==> config.mk <==
export PLATFORM = sky130hd
export DESIGN_NAME = rx_line_status
export DESIGN_NICKNAME = d
export VERILOG_FILES = /design/src/rtl/rxls_pkg.sv /design/src/rtl/rxls_fifo.sv /design/src/rtl/rxls_flags.sv /design/src/rtl/rx_line_status.sv
export SDC_FILE = /design/constraint.sdc
export NUM_CORES = 1
export LEC_CHECK = 0
export CAP_MARGIN = 25
export CORE_MARGIN = 2
export CORE_UTILIZATION = 40
export DETAILED_ROUTE_END_ITERATION = 6
export SETUP_SLACK_MARGIN = 0.15
export SLEW_MARGIN = 20
export SYNTH_ARGS = -nofsm -noshare
export SYNTH_HDL_FRONTEND = slang
export SYNTH_HIERARCHICAL = 1
export SYNTH_SLANG_ARGS = --single-unit
==> constraint.sdc <==
create_clock -name clk -period 3.15 [get_ports clk]
set_input_delay 0.63 -clock clk [delete_from_list [all_inputs] [get_ports clk]]
set_output_delay 0.63 -clock clk [all_outputs]
set_load 0.05 [all_outputs]
==> src/rtl/rxls_pkg.sv <==
package rxls_pkg;
  localparam int DW = 8;

  typedef struct packed {
    logic [DW-1:0] data;
    logic          perr;
    logic          ferr;
    logic          brk;
  } rx_ent_t;

  // status register bit positions (software decodes these)
  localparam int ST_DR = 0;
  localparam int ST_OE = 1;
  localparam int ST_PE = 2;
  localparam int ST_FE = 3;
  localparam int ST_BI = 4;

  localparam logic RA_DATA = 1'b0;
  localparam logic RA_STAT = 1'b1;
endpackage

==> src/rtl/rxls_fifo.sv <==
module rxls_fifo #(
  parameter int DEPTH = 16,
  parameter int W     = 11
) (
  input  logic                         clk,
  input  logic                         rst_n,
  input  logic                         push,
  input  logic [W-1:0]                 wdata,
  input  logic                         pop,
  output logic [W-1:0]                 rdata,
  output logic [$clog2(DEPTH+1)-1:0]   count
);
  localparam int AW = (DEPTH > 1) ? $clog2(DEPTH) : 1;
  localparam int CW = $clog2(DEPTH+1);
  localparam logic [AW-1:0] LAST = AW'(DEPTH-1);
  localparam logic [CW-1:0] CAP  = CW'(DEPTH);

  logic [W-1:0]  mem [DEPTH];
  logic [AW-1:0] wr_ptr, rd_ptr;

  function automatic logic [AW-1:0] step(input logic [AW-1:0] p);
    return (p == LAST) ? '0 : p + 1'b1;
  endfunction

  always_ff @(posedge clk) begin
    if (push) mem[wr_ptr] <= wdata;
  end

  always_ff @(posedge clk or negedge rst_n) begin
    if (!rst_n) begin
      wr_ptr <= '0;
      rd_ptr <= '0;
      count  <= '0;
    end else begin
      if (push) wr_ptr <= step(wr_ptr);
      if (pop)  rd_ptr <= step(rd_ptr);
      case ({push, pop})
        2'b10:   count <= count + 1'b1;
        2'b01:   count <= count - 1'b1;
        default: count <= count;
      endcase
    end
  end

  assign rdata = mem[rd_ptr];

  assert_no_overflow_R3: assert property (@(posedge clk) disable iff (!rst_n)
    push |-> (count < CAP) || pop);
  assert_no_underflow_R2: assert property (@(posedge clk) disable iff (!rst_n)
    pop |-> count != '0);
  assert_count_bound_R3: assert property (@(posedge clk) disable iff (!rst_n)
    count <= CAP);
endmodule

==> src/rtl/rxls_flags.sv <==
module rxls_flags (
  input  logic clk,
  input  logic rst_n,
  input  logic apply,
  input  logic ap_perr,
  input  logic ap_ferr,
  input  logic ap_brk,
  input  logic ovr,
  input  logic clr,
  output logic oe,
  output logic pe,
  output logic fe,
  output logic bi
);
  logic oe_n, pe_n, fe_n, bi_n;

  always_comb begin
    // a status read clears first; events on the same edge are applied on top
    oe_n = clr ? 1'b0 : oe;
    pe_n = clr ? 1'b0 : pe;
    fe_n = clr ? 1'b0 : fe;
    bi_n = clr ? 1'b0 : bi;
    if (apply) begin
      if (ap_brk) begin
        bi_n = 1'b1;
        pe_n = 1'b0;
        fe_n = 1'b0;
        oe_n = 1'b0;
      end else begin
        pe_n = pe_n | ap_perr;
        fe_n = fe_n | ap_ferr;
      end
    end
    if (ovr) oe_n = 1'b1;
  end

  always_ff @(posedge clk or negedge rst_n) begin
    if (!rst_n) begin
      oe <= 1'b0;
      pe <= 1'b0;
      fe <= 1'b0;
      bi <= 1'b0;
    end else begin
      oe <= oe_n;
      pe <= pe_n;
      fe <= fe_n;
      bi <= bi_n;
    end
  end

  assert_rd_clears_R7: assert property (@(posedge clk) disable iff (!rst_n)
    (clr && !apply && !ovr) |=> !oe && !pe && !fe && !bi);
  assert_brk_override_R5: assert property (@(posedge clk) disable iff (!rst_n)
    (apply && ap_brk) |=> bi && !pe && !fe);
  assert_set_beats_clear_R7: assert property (@(posedge clk) disable iff (!rst_n)
    (clr && apply && !ap_brk && ap_ferr) |=> fe);
endmodule

==> src/rtl/rx_line_status.sv <==
module rx_line_status
  import rxls_pkg::*;
#(
  parameter int DEPTH = 16
) (
  input  logic          clk,
  input  logic          rst_n,
  input  logic          buffered_en,
  input  logic          in_valid,
  output logic          in_ready,
  input  logic [DW-1:0] in_data,
  input  logic          in_perr,
  input  logic          in_ferr,
  input  logic          in_brk,
  input  logic          rd_en,
  input  logic          rd_addr,
  output logic [7:0]    rd_data,
  input  logic          ls_ien,
  output logic          ls_irq
);
  localparam int CW = $clog2(DEPTH+1);
  localparam int EW = $bits(rx_ent_t);
  localparam logic [CW-1:0] CAP_BUF = CW'(DEPTH);
  localparam logic [CW-1:0] CAP_ONE = CW'(1);

  logic [CW-1:0] count;
  logic [EW-1:0] head_raw;
  rx_ent_t       head, in_ent;
  logic          pop, accept, ovr, clr;
  logic          head_done, head_fresh;
  logic          apply, ap_perr, ap_ferr, ap_brk;
  logic          oe, pe, fe, bi;
  logic [CW-1:0] cap;
  logic [7:0]    status;

  assign in_ready = 1'b1;
  assign cap      = buffered_en ? CAP_BUF : CAP_ONE;
  assign pop      = rd_en && (rd_addr == RA_DATA) && (count != '0);
  assign clr      = rd_en && (rd_addr == RA_STAT);
  assign accept   = in_valid && ((count < cap) || pop);
  assign ovr      = in_valid && !accept;

  always_comb begin
    in_ent.data = in_brk ? '0 : in_data;
    in_ent.perr = in_perr;
    in_ent.ferr = in_ferr;
    in_ent.brk  = in_brk;
  end

  rxls_fifo #(.DEPTH(DEPTH), .W(EW)) u_q (
    .clk   (clk),
    .rst_n (rst_n),
    .push  (accept),
    .wdata (in_ent),
    .pop   (pop),
    .rdata (head_raw),
    .count (count)
  );

  assign head = head_raw;

  // head tags take effect once per entry, on the edge after it becomes oldest
  assign head_fresh = buffered_en && (count != '0) && !head_done;

  always_ff @(posedge clk or negedge rst_n) begin
    if (!rst_n)                      head_done <= 1'b0;
    else if (pop)                    head_done <= !buffered_en && accept;
    else if (head_fresh)             head_done <= 1'b1;
    else if (!buffered_en && accept) head_done <= 1'b1;
  end

  always_comb begin
    apply   = 1'b0;
    ap_perr = 1'b0;
    ap_ferr = 1'b0;
    ap_brk  = 1'b0;
    if (head_fresh) begin
      apply   = 1'b1;
      ap_perr = head.perr;
      ap_ferr = head.ferr;
      ap_brk  = head.brk;
    end else if (!buffered_en && accept) begin
      apply   = 1'b1;
      ap_perr = in_ent.perr;
      ap_ferr = in_ent.ferr;
      ap_brk  = in_ent.brk;
    end
  end

  rxls_flags u_flags (
    .clk     (clk),
    .rst_n   (rst_n),
    .apply   (apply),
    .ap_perr (ap_perr),
    .ap_ferr (ap_ferr),
    .ap_brk  (ap_brk),
    .ovr     (ovr),
    .clr     (clr),
    .oe      (oe),
    .pe      (pe),
    .fe      (fe),
    .bi      (bi)
  );

  always_comb begin
    status        = '0;
    status[ST_DR] = (count != '0);
    status[ST_OE] = oe;
    status[ST_PE] = pe;
    status[ST_FE] = fe;
    status[ST_BI] = bi;
  end

  always_comb begin
    if (rd_addr == RA_STAT)   rd_data = status;
    else if (count != '0)     rd_data = head.data;
    else                      rd_data = '0;
  end

  assign ls_irq = ls_ien && (oe || pe || fe || bi);

  assert_overrun_flag_R3: assert property (@(posedge clk) disable iff (!rst_n)
    (in_valid && !accept) |=> oe);
  assert_unbuf_immediate_R6: assert property (@(posedge clk) disable iff (!rst_n)
    (!buffered_en && accept && in_ferr && !in_brk) |=> fe);
  assert_brk_zero_R5: assert property (@(posedge clk) disable iff (!rst_n)
    (head_fresh && head.brk) |-> head.data == '0);
  assert_empty_read_R2: assert property (@(posedge clk) disable iff (!rst_n)
    (rd_en && rd_addr == RA_DATA && count == '0) |=> $stable(count));
endmodule

==> flow_metrics.py, run 1 <==
metrics = {
    "cts": {
        "ctsRootBufferMaster": "clkbuf_16",
        "cts-buffers-inserted": 17,
        "cts_buffer_depth": 2,
        "htree_num_levels": 4,
        "clkSinkCount": 194,
        "clkSlewWorstSetupHoldPaths_ns": 0.07,
        "cts_hold_buf": 0,
        "tritoncts": "built",
        "clock_latency_ns": 0.43,
    },
    "power": {
        "p_per_area_nw_per_um2": 847.6,
        "peakVddDrop_uv": 565.6,
        "p_leak_nw": 3.466,
    },
    "sta": {
        "period_minus_slack_ns": 2.978,
        "grt_setup_unrepaired": "true",
        "max_freq_ghz": 0.3358,
        "worst_slack_ns": 0.1720,
        "final.setup.tns_ns": 0,
        "slew_headroom_pct": 40.38,
        "hold_viol": 0,
        "setup_viol": 0,
        "finClkSkew_ns": 0.01159,
        "worstMarginPinSlew_ns": 0.8915,
        "min_period_over_period_pct": 94.54,
        "slew_violations": 0,
    },
    "worst_setup_path": {
        "endpoint": "rd_data[4]",
        "cp.arrival_ns": 2.35,
        "r2r_end": "u_q/count[4]$_DFFE_PN0P_",
        "rr_startpoint": "u_q/count[1]$_DFFE_PN0P_",
        "rrSetupSlack_ns": 0.50,
        "worstSetupStartpointType": "flop",
        "worst-setup-path-type": "reg2out",
        "critPathLaunch": "u_q/rd_ptr[0]$_DFFE_PN0P_",
        "cp-end-kind": "primary output",
        "critPathRequiredTime_ns": 2.52,
        "crit_path_max_fanout": 5,
        "worstRegToRegCells": 12,
    },
    "global_route": {
        "grt_max_degree": 24,
        "grt_pass1_wl_mm": 26.36,
        "grt_overflow": 0,
        "grt_pass1_vias": 4440,
        "antenna_found_initial": 0,
        "track_usage_pct": 16.88,
    },
    "floorplan": {
        "ios": 28,
        "dieHeight_um": 145.4,
        "dieArea_um2": 21140,
        "floorplan.initialDensity_pct": 40.97,
        "die_x_um": 145.4,
        "core_area_um2": 19530,
        "core.rowCount": 51,
    },
    "drt": {
        "postRouteAntennaNets": 0,
        "drtIter0Drc": 331,
        "wl_mm": 17.26,
        "via_per_inst": 5.266,
        "wl_per_cell_um": 21.13,
        "drc": 0,
        "via_count": 4302,
        "first_pass_iters": 4,
    },
    "job": {
        "cap_violations": 0,
    },
    "cells_and_area": {
        "fin_nets": 567,
        "final_common_cell": "edfxtp_1",
        "layout_common_cells": "176 x edfxtp_1, 54 x buf_4, 44 x mux4_2",
        "diodes": 0,
        "drive_above_1_share_pct": 36.96,
        "syn_to_final_growth_pct": 25.47,
    },
    "synthesis": {
        "synth_area_per_cell_um2": 18.06,
        "synthCells": 443,
        "yosysSeqAreaShare_pct": 71.70,
        "synth_cell_types": 46,
        "ys_dominant_reg_cell": "edfxtp_1",
        "async_reset_ff_share_pct": 9.278,
        "synth_edf_count": 176,
        "ys_ff_latch": 194,
        "syn_nets": 471,
        "syn_area_um2": 7999,
        "ys_warn_count": 6,
    },
    "hold_path": {
        "worst_hold_path_type": "reg2reg",
        "hp-start": "u_q/count[4]$_DFFE_PN0P_",
    },
    "placement": {
        "dpl_worst_slack_ns": -0.2185,
        "hpwl_mm": 10.94,
        "portBuffers": 26,
        "place.gp.congestion": 0.8302,
    },
    "outcome": {
        "outcome": "completed",
    },
}
==> how the worst min path moves through the flow <==
stage,end,slack (ns),depth (start not counted)
2_1_floorplan,head_done$_DFFE_PN0P_,0.33,0
6_report,u_q/count[4]$_DFFE_PN0P_,0.53,1
4_1_cts,u_q/count[4]$_DFFE_PN0P_,0.54,1
3_5_place_dp,u_q/count[4]$_DFFE_PN0P_,0.53,1
3_3_place_gp,u_q/count[4]$_DFFE_PN0P_,0.51,1
5_1_grt,u_q/count[4]$_DFFE_PN0P_,0.57,1
==> state kept, by name (all words and copies together), names as in the netlist <==
| register | count |
|---|---|
| u_q/rd_ptr | 4 |
| u_flags/fe | 1 |
| u_flags/oe | 1 |
| u_flags/bi | 1 |
| u_q/count | 5 |
| head_done | 1 |
| u_q/wr_ptr | 4 |
| u_q/mem | 176 |
| u_flags/pe | 1 |
==> synth_stat cells, types with 2 or more instances <==
| cell | count | area [µm²] |
|---|---|---|
| a21boi_1 | 2 | 15.01 |
| a21oi_1 | 6 | 30.03 |
| a21oi_2 | 2 | 17.52 |
| a22o_2 | 2 | 20.02 |
| a22oi_1 | 22 | 165.2 |
| a31oi_1 | 2 | 12.51 |
| and2_1 | 5 | 31.28 |
| buf_2 | 6 | 30.03 |
| buf_6 | 4 | 45.04 |
| clkbuf_1 | 10 | 37.54 |
| dfrtp_1 | 18 | 450.4 |
| edfxtp_1 | 176 | 5285 |
| ha_1 | 10 | 125.1 |
| inv_1 | 10 | 37.54 |
| mux2_2 | 2 | 22.52 |
| mux4_2 | 44 | 991.0 |
| nand2_1 | 34 | 127.6 |
| nand2b_1 | 7 | 43.79 |
| nand3_1 | 4 | 20.02 |
| nor2_1 | 15 | 56.30 |
| nor2b_1 | 13 | 81.33 |
| nor3_1 | 3 | 15.01 |
| nor3b_1 | 4 | 30.03 |
| o21ai_0 | 14 | 70.07 |
| xnor2_1 | 3 | 26.28 |
| xor2_1 | 5 | 43.79 |
==> kinds of logic after synthesis <==
logic type                 count (synthesis)  share of synthesized area, %
xor gates and xnor gates                   8                        0.8760
adders and majority gates                 10                         1.564
other                                      1                       0.04688
muxes                                     46                         12.67
AOI/OAI and AO/OA                         59                         5.053
buffers and inverters                     31                         1.971
DFF                                      194                         71.70
and+or+nand+nor                           94                         6.116
==> repair_timing <==
item                       CTS  global route
cloned                       3             1
gates resized for setup     26            16
setup endpoints to repair    6            10
hold endpoints to repair     0             0
setup buffers               13             1
pin swaps                   13            17
==> routing by layer <==
metal / global-route usage [%] / wire length [µm] / vias up
met2: 28.46 / 8822 / 99
met4: 3.922 / 87 / 0
li1: - / - / 1953
met3: 3.762 / 747 / 8
met5: 0 / 0 / -
met1: 22.61 / 7603 / 2242
==> critical path, cell delays in order, from the launching register on <==
cell and delay [ns]:
dfrtp_2 0.43, buf_12 0.14, buf_12 0.10, buf_16 0.11
mux4_2 0.50, a22oi_2 0.21, nand2_2 0.12, nand2_2 0.08
o21ai_2 0.07, buf_6 0.15
==> through the flow <==
step | util [%] | total power [W] | area, µm² | std cells | hold WS [ns]
final | 51.40 | 0.008506 | 10040 | 817 | 0.5344
after CTS | 50.75 | 0.008491 | 9910 | 810 | 0.5431
after detailed placement | 45.84 | 0.005861 | 8951 | 762 | 0.5296
after global routing | 51.40 | 0.008893 | 10040 | 817 | 0.5663
after global placement | 45.84 | 0.005793 | 8951 | 762 | 0.5135
after floorplan | - | 0.004970 | 8000 | 443 | 0.3344
==> final cells by class <==
type | instances | area, µm²
Clock buffer | 18 | 439.2
Clock inverter | 14 | 168.9
Fill cell | 1619 | 9490
Inverter | 10 | 37.54
Multi-Input combinational cell | 218 | 2245
Sequential cell | 194 | 5738
Tap cell | 265 | 331.6
Timing Repair Buffer | 98 | 1076
==> where the power goes <==
group / total, W / switching, W / leakage (nW) / internal, W
Combinational: 0.00302 / 0.00154 / 1.35 / 0.00148
Clock: 0.00220 / 0.000981 / 0.293 / 0.00122
Sequential: 0.00328 / 0.000213 / 1.82 / 0.00307
Total: 0.00851 / 0.00274 / 3.47 / 0.00577
No activity file was read; power rests on OpenSTA's default activity.
==> inputs of run 2 (changes only) <==
==> constraint.sdc (replaced) <==
create_clock -name clk -period 3.15 [get_ports clk]
set_input_delay 0.63 -clock clk [delete_from_list [all_inputs] [get_ports clk]]
set_output_delay 0.63 -clock clk [all_outputs]
set_load 0.02 [all_outputs]
==> run 2 against run 1 <==
Against the previous run:
- clock power increased by 5%
- die area unchanged
- register-to-register slack got worse by 0.02 ns
- global-route usage about the same
- sequential share of layout area decreased by 0.16 points
- worst hold slack got worse by 0.064 ns
- clock skew increased by 0.0048 ns
- combinational power decreased by 7.3%
- largest cell class unchanged
- largest power group unchanged
==> flow_metrics.py, run 2 (synthesis results as in run 1) <==
metrics = {
    "outcome": {
        "outcome": "completed",
    },
    "power": {
        "peakVddDrop_uv": 392.4,
        "p_leak_nw": 3.492,
        "p_per_area_nw_per_um2": 834.8,
    },
    "floorplan": {
        "ios": 28,
        "dieArea_um2": 21140,
        "core_area_um2": 19530,
        "dieHeight_um": 145.4,
        "floorplan.initialDensity_pct": 40.97,
        "core.rowCount": 51,
        "die_x_um": 145.4,
    },
    "cells_and_area": {
        "design_area_um2": 10060,
        "syn_to_final_growth_pct": 25.83,
        "fin_nets": 575,
        "reg_top3": "u_q/mem: 176 flops, u_q/count: 5 flops",
        "layout_common_cells": "176 x edfxtp_1, 62 x buf_4, 44 x mux4_2",
        "multiInputGateArea_um2": 2256,
        "diodes": 0,
        "drive_above_1_share_pct": 37.86,
        "seq_area_um2": 5738,
        "largest_register": "u_q/mem",
        "fill_cells": 1587,
        "finalNonFillerCells": 825,
        "utilization_pct": 51.54,
        "largest_register_ffs": 176,
        "final_common_cell": "edfxtp_1",
    },
    "global_route": {
        "grt_max_degree": 25,
        "grt_pass1_vias": 4501,
        "antenna_found_initial": 0,
        "grt_pass1_wl_mm": 26.55,
        "grt_overflow": 0,
        "track_usage_pct": 16.90,
    },
    "job": {
        "cap_violations": 0,
    },
    "placement": {
        "portBuffers": 26,
        "dpl_worst_slack_ns": -0.1817,
        "dp.cells": 766,
        "place_area_um2": 9014,
        "hpwl_mm": 11.00,
        "place.gp.congestion": 0.8453,
    },
    "worst_setup_path": {
        "rrSetupSlack_ns": 0.48,
        "crit_chain": "buf_4 -> buf_6 -> buf_16 -> mux4_2 -> a22oi_2 -> nand2_1 -> and2_1 -> buf_2",
        "crit_path_max_fanout": 8,
        "worst-setup-path-type": "reg2out",
        "crit_path_top_delay_cell": "mux4_2",
        "cp-end-kind": "primary output",
        "critPathRequiredTime_ns": 2.52,
        "rr_startpoint": "u_q/count[1]$_DFFE_PN0P_",
        "cp.arrival_ns": 2.35,
        "r2r_end": "u_q/count[4]$_DFFE_PN0P_",
        "max_stage_delay_ns": 0.52,
        "worstSetupStartpointType": "flop",
        "worstRegToRegCells": 12,
    },
    "drt": {
        "via_per_inst": 5.297,
        "via_count": 4370,
        "postRouteAntennaNets": 0,
        "wl_per_cell_um": 20.91,
        "drtIter0Drc": 433,
        "first_pass_iters": 4,
        "wl_mm": 17.25,
        "drc": 0,
    },
    "cts": {
        "tritoncts": "built",
        "cts-buffers-inserted": 17,
        "clock_latency_ns": 0.44,
        "cts_buffer_depth": 2,
        "ctsRootBufferMaster": "clkbuf_16",
        "htree_num_levels": 4,
        "clkSlewWorstSetupHoldPaths_ns": 0.08,
        "clkSinkCount": 194,
    },
    "sta": {
        "grt_setup_unrepaired": "true",
        "min_period_over_period_pct": 94.59,
        "period_minus_slack_ns": 2.980,
        "worst_slack_ns": 0.1703,
        "slew_violations": 0,
        "slew_headroom_pct": 33.28,
        "finClkSkew_ns": 0.01638,
        "setup_viol": 0,
        "worstMarginPinSlew_ns": 0.9987,
        "max_freq_ghz": 0.3356,
        "hold_viol": 0,
    },
    "hold_path": {
        "worst_hold_path_type": "in2async",
    },
}
==> run 2: stage by stage <==
stage | hold slack (ns) | total power (W) | TNS, ns
2_1_floorplan | 0.3344 | 0.004816 | 0
3_3_place_gp | 0.5075 | 0.005690 | -0.2290
3_5_place_dp | 0.4981 | 0.005736 | -0.4413
4_1_cts | 0.5098 | 0.008229 | 0
5_1_grt | 0.4861 | 0.008803 | 0
6_report | 0.4703 | 0.008403 | 0
==> run 2: repair_timing <==
| action | in CTS | in global routing |
|---|---|---|
| gates cloned | 2 | 1 |
| hold buffers | 0 | 0 |
| pin swaps | 5 | 13 |
| buffers inserted | 12 | 9 |
| gates resized for setup | 44 | 37 |
| endpoints found under the setup margin | 8 | 10 |
==> run 2: power by group <==
part / leakage (nW) / switching (W) / total [W] / internal, W
clock: 0.312 / 0.00101 / 0.00231 / 0.00130
combinational: 1.36 / 0.00138 / 0.00280 / 0.00142
sequential: 1.82 / 0.000220 / 0.00329 / 0.00307
==> run 2: worst max-delay path by stage <==
stage	from	slack (ns)	endpoint
2_1_floorplan	buffered_en	0.13	u_q/mem[4][0]$_DFFE_PP_
3_3_place_gp	buffered_en	-0.12	u_q/count[2]$_DFFE_PN0P_
3_5_place_dp	buffered_en	-0.18	u_q/count[2]$_DFFE_PN0P_
4_1_cts	u_q/rd_ptr[0]$_DFFE_PN0P_	0.09	rd_data[3]
5_1_grt	u_q/rd_ptr[0]$_DFFE_PN0P_	0.09	rd_data[5]
6_report	u_q/rd_ptr[0]$_DFFE_PN0P_	0.17	rd_data[6]
==> run 2: per-layer routing <==
layer / wire length (µm) / GRT usage, %
met4: 187 / 4.314
met3: 623 / 3.887
met5: 0 / 0
met2: 8492 / 27.16
met1: 7944 / 23.57
==> run 2: layout make-up <==
cell class              count  area share [%]
repair buffers            106           10.50
flip-flops and latches    194           57.01
well taps                 265           3.294
inverters                  10          0.3729
clock buffers              17           4.227
multi-input cells         218           22.41
clock inverters            15           2.176
==> run 2: worst max-delay path: cells and delay by family (launching register included) <==
kind / cells / cell delay [ns]
DFF: 1 / 0.43
and+or+nand+nor: 2 / 0.22
muxes: 1 / 0.52
AOI/OAI and AO/OA: 1 / 0.16
buffers and inverters: 4 / 0.56
